## config.mk

```make
export PLATFORM = sky130hd
export DESIGN_NAME = scripted_input_source
export DESIGN_NICKNAME = d
export VERILOG_FILES = /design/src/rtl/sis_pkg.sv /design/src/rtl/sis_cycle_counter.sv /design/src/rtl/sis_entry_table.sv /design/src/rtl/sis_release_ctrl.sv /design/src/rtl/scripted_input_source.sv
export SDC_FILE = /design/constraint.sdc
export NUM_CORES = 1
export LEC_CHECK = 0
export CAP_MARGIN = 20
export CORE_ASPECT_RATIO = 1.25
export CORE_UTILIZATION = 50
export DETAILED_ROUTE_END_ITERATION = 7
export PLACE_DENSITY = 0.7
export SKIP_LAST_GASP = 1
export SLEW_MARGIN = 20
export SYNTH_ARGS = -nofsm -noshare
export SYNTH_HDL_FRONTEND = slang
export SYNTH_SLANG_ARGS = --single-unit
export TNS_END_PERCENT = 1
```

## constraint.sdc

```tcl
create_clock -name clk -period 4.3 [get_ports clk]
set_input_delay 0.86 -clock clk [delete_from_list [all_inputs] [get_ports clk]]
set_output_delay 0.86 -clock clk [all_outputs]
set_load 0.005 [all_outputs]
```

## src/rtl/sis_pkg.sv

```systemverilog
package sis_pkg;
  localparam int DEF_DEPTH  = 16;
  localparam int DEF_CHAR_W = 8;
  localparam int DEF_TIME_W = 32;
endpackage

```

## src/rtl/sis_cycle_counter.sv

```systemverilog
module sis_cycle_counter #(
  parameter int TIME_W = 32
) (
  input  logic              clk,
  input  logic              rst,
  output logic [TIME_W-1:0] cyc_o
);
  logic [TIME_W-1:0] cyc_q;

  always_ff @(posedge clk) begin
    if (rst) cyc_q <= '0;
    else     cyc_q <= cyc_q + 1'b1;
  end

  assign cyc_o = cyc_q;

  // one step per edge
  p_count_step_r2: assert property (@(posedge clk) disable iff (rst)
    1'b1 |=> cyc_q == $past(cyc_q) + 1'b1);
endmodule

```

## src/rtl/sis_entry_table.sv

```systemverilog
module sis_entry_table #(
  parameter int DEPTH  = 16,
  parameter int CHAR_W = 8,
  parameter int TIME_W = 32,
  localparam int IDX_W  = $clog2(DEPTH),
  localparam int WORD_W = TIME_W + CHAR_W
) (
  input  logic              clk,
  input  logic              we_i,
  input  logic [IDX_W-1:0]  waddr_i,
  input  logic [TIME_W-1:0] wtime_i,
  input  logic [CHAR_W-1:0] wchar_i,
  input  logic [IDX_W-1:0]  raddr_i,
  output logic [TIME_W-1:0] rtime_o,
  output logic [CHAR_W-1:0] rchar_o
);
  logic [WORD_W-1:0] mem [DEPTH];
  logic [WORD_W-1:0] rd_q;

  always_ff @(posedge clk) begin
    if (we_i) mem[waddr_i] <= {wtime_i, wchar_i};
  end

  always_ff @(posedge clk) begin
    rd_q <= mem[raddr_i];
  end

  assign rtime_o = rd_q[WORD_W-1:CHAR_W];
  assign rchar_o = rd_q[CHAR_W-1:0];
endmodule

```

## src/rtl/sis_release_ctrl.sv

```systemverilog
module sis_release_ctrl #(
  parameter int DEPTH  = 16,
  parameter int CHAR_W = 8,
  parameter int TIME_W = 32,
  localparam int IDX_W = $clog2(DEPTH),
  localparam int CNT_W = IDX_W + 1
) (
  input  logic              clk,
  input  logic              rst,
  input  logic              cnt_we_i,
  input  logic [CNT_W-1:0]  cnt_val_i,
  input  logic              ack_i,
  input  logic [TIME_W-1:0] cyc_i,
  input  logic [TIME_W-1:0] ent_time_i,
  input  logic [CHAR_W-1:0] ent_char_i,
  output logic [IDX_W-1:0]  raddr_o,
  output logic [CHAR_W-1:0] char_o,
  output logic              ready_o,
  output logic              done_o
);
  logic [CNT_W-1:0]  cursor_q, cursor_nxt;
  logic [CNT_W-1:0]  count_q;
  logic [CHAR_W-1:0] char_q;
  logic              ready_q;
  logic              finished;
  logic              due;
  logic              release_now;

  assign finished    = (cursor_q >= count_q);
  assign due         = (cyc_i >= ent_time_i);
  assign release_now = !finished && !ready_q && due;
  assign cursor_nxt  = release_now ? cursor_q + 1'b1 : cursor_q;
  // table read is registered, so look up the entry for the next cursor now
  assign raddr_o     = cursor_nxt[IDX_W-1:0];

  always_ff @(posedge clk) begin
    if (rst) begin
      cursor_q <= '0;
      count_q  <= '0;
      char_q   <= '0;
      ready_q  <= 1'b0;
    end else begin
      cursor_q <= cursor_nxt;
      if (cnt_we_i) count_q <= cnt_val_i;
      if (release_now) begin
        char_q  <= ent_char_i;
        ready_q <= 1'b1;
      end else if (ack_i) begin
        ready_q <= 1'b0;
      end
    end
  end

  assign char_o  = char_q;
  assign ready_o = ready_q;
  assign done_o  = finished;

  // pending character is never replaced
  p_char_held_r7: assert property (@(posedge clk) disable iff (rst)
    (ready_q && !ack_i) |=> $stable(char_q));

  // acknowledge drops the flag on the next edge
  p_ack_clears_r6: assert property (@(posedge clk) disable iff (rst)
    (ready_q && ack_i) |=> !ready_q);

  // a release only happens once its time has come
  p_release_due_r3: assert property (@(posedge clk) disable iff (rst)
    $rose(ready_q) |-> $past(cyc_i >= ent_time_i));

  // nothing is released after the last counted entry
  p_quiet_when_done_r9: assert property (@(posedge clk) disable iff (rst)
    (finished && !ready_q && !cnt_we_i) |=> !ready_q);

  // cursor moves by at most one per edge
  p_cursor_step_r8: assert property (@(posedge clk) disable iff (rst)
    1'b1 |=> (cursor_q == $past(cursor_q)) || (cursor_q == $past(cursor_q) + 1'b1));
endmodule

```

## src/rtl/scripted_input_source.sv

```systemverilog
module scripted_input_source
  import sis_pkg::*;
#(
  parameter int DEPTH  = DEF_DEPTH,
  parameter int CHAR_W = DEF_CHAR_W,
  parameter int TIME_W = DEF_TIME_W,
  localparam int IDX_W = $clog2(DEPTH),
  localparam int CNT_W = IDX_W + 1
) (
  input  logic              clk,
  input  logic              rst,
  input  logic              tbl_we,
  input  logic [IDX_W-1:0]  tbl_addr,
  input  logic [TIME_W-1:0] tbl_time,
  input  logic [CHAR_W-1:0] tbl_char,
  input  logic              cnt_we,
  input  logic [CNT_W-1:0]  cnt_val,
  input  logic              ack,
  output logic [CHAR_W-1:0] char_out,
  output logic              ready,
  output logic              done,
  output logic [TIME_W-1:0] cycles
);
  logic [TIME_W-1:0] cyc;
  logic [TIME_W-1:0] ent_time;
  logic [CHAR_W-1:0] ent_char;
  logic [IDX_W-1:0]  raddr;

  sis_cycle_counter #(.TIME_W(TIME_W)) u_counter (
    .clk   (clk),
    .rst   (rst),
    .cyc_o (cyc)
  );

  sis_entry_table #(.DEPTH(DEPTH), .CHAR_W(CHAR_W), .TIME_W(TIME_W)) u_table (
    .clk     (clk),
    .we_i    (tbl_we),
    .waddr_i (tbl_addr),
    .wtime_i (tbl_time),
    .wchar_i (tbl_char),
    .raddr_i (raddr),
    .rtime_o (ent_time),
    .rchar_o (ent_char)
  );

  sis_release_ctrl #(.DEPTH(DEPTH), .CHAR_W(CHAR_W), .TIME_W(TIME_W)) u_ctrl (
    .clk        (clk),
    .rst        (rst),
    .cnt_we_i   (cnt_we),
    .cnt_val_i  (cnt_val),
    .ack_i      (ack),
    .cyc_i      (cyc),
    .ent_time_i (ent_time),
    .ent_char_i (ent_char),
    .raddr_o    (raddr),
    .char_o     (char_out),
    .ready_o    (ready),
    .done_o     (done)
  );

  assign cycles = cyc;

  // an idle acknowledge cannot raise or keep the flag by itself
  p_idle_ack_r11: assert property (@(posedge clk) disable iff (rst)
    (!ready && ack) |=> (!ready || $changed(char_out) || char_out == $past(ent_char)));
endmodule

```

# [Word-level counts from Yosys, hierarchy flattened]
# Memories as Yosys holds them, arrays and structs flattened. A register that Yosys moved wholly into a read port is not among the register bits.
# Index checks and enable logic that the tools add are counted.
[word_totals] n_memories=1 ramBits=640 ff_bits=51 word_cells=21 out_inout_bits=42
[memory_table] name="u_table.mem" depth=16 word_bits=40 rd=1 rd_clocked_by_memory_dff=1 write_ports=1 line="sis_entry_table.sv:17" text="logic [WORD_W-1:0] mem [DEPTH];"
[op_classes] n_mux=5 n_addsub=2 n_reduce_logical=5 order_cmp=2
[op_table] operator="$add A32 B1 Y32 const B" count=1
[op_table] operator="$ge A32 B32 Y1" count=1
[op_table] operator="$add A5 B1 Y5 const B" count=1
[op_table] operator="$ge A5 B5 Y1" count=1
[op_table] operator="$mux W1" count=4
[op_table] operator="$mux W4" count=1
[op_table] operator="$logic_and A1 B1 Y1" count=2
[op_table] operator="$logic_not A1 Y1" count=2
[op_table] operator="$reduce_bool A2 Y1" count=1

# [Longest topological paths before layout]
[depth] word_depth=5 depth_mapped=18 depth_no_buf=11

# [Cells and area by module]
# Synthesis repeated with hierarchy kept, for this count alone.
[hier_totals] hier_cells=1411 hier_area_um2=28302.1
[by_module_without_submodules] mod="sis_entry_table" seq_area_each_um2=20019.2 cells_per_inst=1040 area_each_um2=25131.6 instances=1
[by_module_without_submodules] mod="sis_release_ctrl" seq_area_each_um2=380.4 cells_per_inst=203 area_each_um2=1695.4 instances=1
[by_module_without_submodules] mod="sis_cycle_counter" seq_area_each_um2=640.6 cells_per_inst=168 area_each_um2=1475.2 instances=1

# [Worst setup path before layout]
# No wires, ideal clock.
[synth_path] kind="input to register" start="in tbl_addr[2]" end="mem u_table.mem[0][0] (netlist bit), enable pin" slack_ns=-0.302 path_buffers=0 arrival_ns=4.115 setup_ns=0.487 path_stages=2 path_cell_list="or3b_2 nor3_1"
[synth_lines] element="start: declaration" line="scripted_input_source.sv:13" text="input logic [IDX_W-1:0] tbl_addr,"
[synth_lines] element="end: declaration" line="sis_entry_table.sv:17"
# No word-level cell before the write port.

# [Final worst setup path]
[layout_path] start="reg u_counter.cyc_q[0] (netlist: u_counter.cyc_o[0])" end="reg u_table.rd_q[23], read port of u_table.mem"
[layout_via] elab_chain_len=3
[layout_lines] element="start: declaration" line="sis_cycle_counter.sv:8" text="logic [TIME_W-1:0] cyc_q;"
[layout_lines] element="start signal: assignment" line="sis_cycle_counter.sv:12" text="else cyc_q <= cyc_q + 1'b1;"
[layout_lines] element="$ge A32 B32 Y1" line="sis_release_ctrl.sv:30" text="assign due = (cyc_i >= ent_time_i);"
[layout_lines] element="$logic_and A1 B1 Y1" line="sis_release_ctrl.sv:31" text="assign release_now = !finished && !ready_q && due;"
[layout_lines] element="$mux W4" line="sis_release_ctrl.sv:32" text="assign cursor_nxt = release_now ? cursor_q + 1'b1 : cursor_q;"
[layout_lines] element="end: declaration" line="sis_entry_table.sv:18" text="logic [WORD_W-1:0] rd_q;"
# No other way between the ends.
# A chain may end at the register's enable or synchronous reset.

==> impl_metrics.env <==
export IMPL_crit_path_max_fanout=12
export IMPL_synth_area_per_inst_sq_um=13.9
export IMPL_maxSlewHeadroom_pct=27.5
export IMPL_power_combinational_fraction_pct=2.4
export IMPL_critical_path_max_stage_delay_ps=500
export IMPL_cp_data_arrival_time_ps=4460
export IMPL_setup_worst_path_end_class="register"
export IMPL_post_dp_hpwl_mm=52.5
export IMPL_pwr_share_seq_pct=55.3
export IMPL_final_max_slew_viol_count=0
export IMPL_dominantRegCellSynth="sky130_fd_sc_hd__edfxtp_1"
export IMPL_transition_time_of_the_tightest_slew_check_pin_ps=1090
export IMPL_grt_pass1_vias=21700
export IMPL_drc=0
export IMPL_layout_cells_most_common="sky130_fd_sc_hd__edfxtp_1"
export IMPL_worst_setup_skew_after_layout_ps=30.6
export IMPL_start_kind="register"
export IMPL_grt_pass1_wl_mm=133
export IMPL_finish_net_count=2453
export IMPL_timing_hold_worst_class="register to register"
export IMPL_dieWidth_um=227
export IMPL_nFillCells=4753
export IMPL_cts_reportedPaths_clkPinSlew_ps=70
export IMPL_critical_path_buf_inv_count=3
export IMPL_maximum_number_of_pins_on_one_net_before_global_route_repair=120
export IMPL_synthDistinctLibCells=58
export IMPL_routabilityCongestion=0.876
export IMPL_synthCells=2280
export IMPL_route_top_layer_used="met5"
export IMPL_critical_path_top_delay_family="compound AO/OA/AOI/OAI gates"
export IMPL_drt_antenna_violating_nets=0
export IMPL_wl_mm=89.6
export IMPL_number_of_buffers_added_on_ports=95
export IMPL_finalCritPeriodShare_pct=92.3
export IMPL_routed_via_density=6.67
export IMPL_mappedNetlistNets=2373
export IMPL_std_cell_rows=102
export IMPL_clkPwrFrac_pct=42.3
export IMPL_max_cap_violations=0
export IMPL_total_clock_buffers_created_by_cts=71
export IMPL_post_cts_setup_buffer_count=0
export IMPL_post_route_worst_setup_slack_ps=331
export IMPL_clk_path_buf_depth=3
export IMPL_dpl_worst_slack_ps=441
export IMPL_clkLatencyLatePin_ps=630
export IMPL_achievable_frequency_mhz=252
export IMPL_synth_async_reset_ratio_pct=0
export IMPL_final_cell_mix="sky130_fd_sc_hd__edfxtp_1, sky130_fd_sc_hd__o22ai_1, sky130_fd_sc_hd__nor2_1, sky130_fd_sc_hd__mux2i_1, sky130_fd_sc_hd__nand2_1"
export IMPL_crit_path_top_delay_cell="sky130_fd_sc_hd__o21a_2"
export IMPL_power_ir_vdd_worst_mv=0.442
export IMPL_ys_seq_area_share_pct=66.2
export IMPL_initial_antenna_violation_count=4
export IMPL_cts_htree_levels=3
export IMPL_final_design_area_no_fill_sq_mm=0.0363
export IMPL_numClockSinks=731
export IMPL_wl_met1_mm=33.1
export IMPL_wl_met2_mm=44.0
export IMPL_grt_ovf=0
export IMPL_post_synth_instance_area_sq_mm=0.0318
export IMPL_hold_buffers=0
export IMPL_fp_dieArea_sq_mm=0.0646
export IMPL_worstPathCellList="inv_1 > ha_1 > nand2b_1 > a2111o_1 > a32oi_1 > a211oi_4 > buf_4 > o211ai_1 > o21a_2 > buf_4 > o22ai_1 > or3_1 > o211ai_1"
export IMPL_final_layout_size_suffix_gt1_share_pct=13.7
export IMPL_routed_via_count=21700
export IMPL_swShare_pct=20.5
export IMPL_cts_repair_resized=0
export IMPL_synth_seq_cells=731
export IMPL_ctsRootBufferMaster="sky130_fd_sc_hd__clkbuf_16"
export IMPL_initial_core_util_pct=50.9
export IMPL_num_io_pins=96
export IMPL_finalHoldViolCount=0
export IMPL_worst_ep_required_time_ps=4790
export IMPL_setup_violations_final=0
export IMPL_switchingPower_mw=2.93
export IMPL_power_density_mw_per_mm2=394
export IMPL_cts_tree="yes"
export IMPL_die_height_um=284
export IMPL_first_pass_iteration_count_of_the_detailed_router=6
export IMPL_wl_met3_mm=8.61
export IMPL_grt_setup_unrepaired="false"
export IMPL_outcome="finished, final reports clean"
export IMPL_globalRouteTotalUtil_pct=28.0
export IMPL_layout_area_overhead_vs_synth_pct=14.2
export IMPL_core_region_area_sq_mm=0.0624
export IMPL_synth_yosys_warnings=0
export IMPL_ff_latch_area_sq_mm=0.0210
export IMPL_power_leakage_nw=11.3
export IMPL_intPower_mw=11.4
export IMPL_multiInputGateArea_sq_mm=0.0101
export IMPL_post_dp_cell_area_sq_mm=0.0340
export IMPL_finalCoreUtilization_pct=58.2
export IMPL_number_of_drc_markers_in_iteration_0=2854
export IMPL_period_needed_ps=3970
export IMPL_count_of_flip_flops_with_a_built_in_enable_after_synthesis=640
export IMPL_wire_per_inst_um=27.5
export IMPL_totalPowerFinal_mw=14.3
export IMPL_worst_setup_path_type="register to register"
power groups by stage:
stage	logic, mW	registers (mW)	clock network [mW]
finish	0.346	7.92	6.05
global route	0.371	7.92	6.40
CTS	0.346	7.91	6.11
detailed placement	0.345	8.06	0
global placement	0.329	8.05	0
floorplan	0.134	8.05	0
worst reg2reg max path: cells and delay by family (launching register included):
family,cells,cell delay [ps]
buffers and inverters,3,570
DFF,1,400
adders and majority gates,1,280
and+or+nand+nor,2,490
AOI/OAI and AO/OA,7,2090
final cells by class:
type / count / area share [%]
multi-input combinational: 1342 / 27.9
inverter: 41 / 0.424
clock buffer: 105 / 5.55
clock inverter: 27 / 0.662
sequential: 731 / 58.0
tap: 832 / 2.87
timing repair buffer: 173 / 4.60
antenna: 3 / 0.0207
synthesized netlist by cell type, drive strengths merged, types with 2 or more instances:
| cell | number | area, sq um |
|---|---|---|
| xnor2 | 12 | 105 |
| nor2 | 183 | 687 |
| o22ai | 175 | 1090 |
| buf | 50 | 225 |
| or4 | 11 | 82.6 |
| nor3 | 61 | 305 |
| nand3 | 19 | 95.1 |
| or2 | 2 | 12.5 |
| a2bb2oi | 2 | 17.5 |
| o32ai | 11 | 96.3 |
| a21oi | 86 | 434 |
| nor4 | 15 | 93.8 |
| mux4 | 58 | 1310 |
| mux2i | 108 | 1080 |
| mux2 | 52 | 586 |
| o21ai | 45 | 229 |
| nand2 | 105 | 394 |
| nor2b | 4 | 25.0 |
| o32a | 2 | 20.0 |
| o221ai | 82 | 718 |
| xor2 | 16 | 140 |
| nand3b | 2 | 15.0 |
| o211ai | 42 | 320 |
| clkbuf | 116 | 435 |
| a211o | 25 | 219 |
| and2 | 28 | 175 |
| clkinv | 2 | 7.51 |
| a31oi | 14 | 87.6 |
| o311a | 2 | 20.0 |
| edfxtp | 640 | 19200 |
| o21a | 4 | 30.0 |
| or3 | 37 | 231 |
| ha | 39 | 488 |
| o22a | 26 | 228 |
| inv | 39 | 146 |
| a211oi | 16 | 133 |
| nand2b | 7 | 43.8 |
| a2111oi | 26 | 228 |
| nand4 | 6 | 37.5 |
| and3 | 9 | 56.3 |
| dfxtp | 91 | 1820 |
registers in the layout (all words and copies together), names as in the netlist:
signal and count:
u_ctrl.count_q 5, u_ctrl.cursor_q 5, u_ctrl.char_o 8, u_table.rd_q 40, u_ctrl.ready_o 1, u_table.mem 640
u_counter.cyc_o 32
final timing paths:
check / startpoint / endpoint / slack, ps / cells past startpoint
setup / recovery: u_counter.cyc_o[0]$_SDFF_PP0_ / u_table.rd_q[23]$_DFF_P_ / 330 / 13
hold / removal: u_table.rd_q[1]$_DFF_P_ / u_ctrl.char_o[1]$_SDFFE_PP0N_ / 440 / 2
setup reg to reg: u_counter.cyc_o[0]$_SDFF_PP0_ / u_table.rd_q[23]$_DFF_P_ / 330 / 13
hold reg to reg: u_table.rd_q[1]$_DFF_P_ / u_ctrl.char_o[1]$_SDFFE_PP0N_ / 440 / 2
kinds of logic after synthesis:
logic type                 share of synthesized area (%)
and+or+nand+nor                                     7.15
AOI/OAI and AO/OA                                   12.4
DFF                                                 66.2
buffers and inverters                               2.56
muxes                                               9.35
adders and majority gates                           1.54
xor gates and xnor gates                           0.772
through the flow:
stage          hold WS [ps]  instances  setup TNS (ps)
2_1_floorplan           422       2280           -77.2
3_3_place_gp            431       3119               0
3_5_place_dp            432       3119               0
4_1_cts                 445       3251               0
5_1_grt                 459       3254               0
6_report                444       3254               0
per-layer routing:
metal / global-route usage, % / vias up
met5: 0 / -
li1: - / 9280
met4: 13.4 / 2
met2: 46.2 / 1277
met3: 4.51 / 244
met1: 35.8 / 10900
Power figures use the tool's default switching activity.
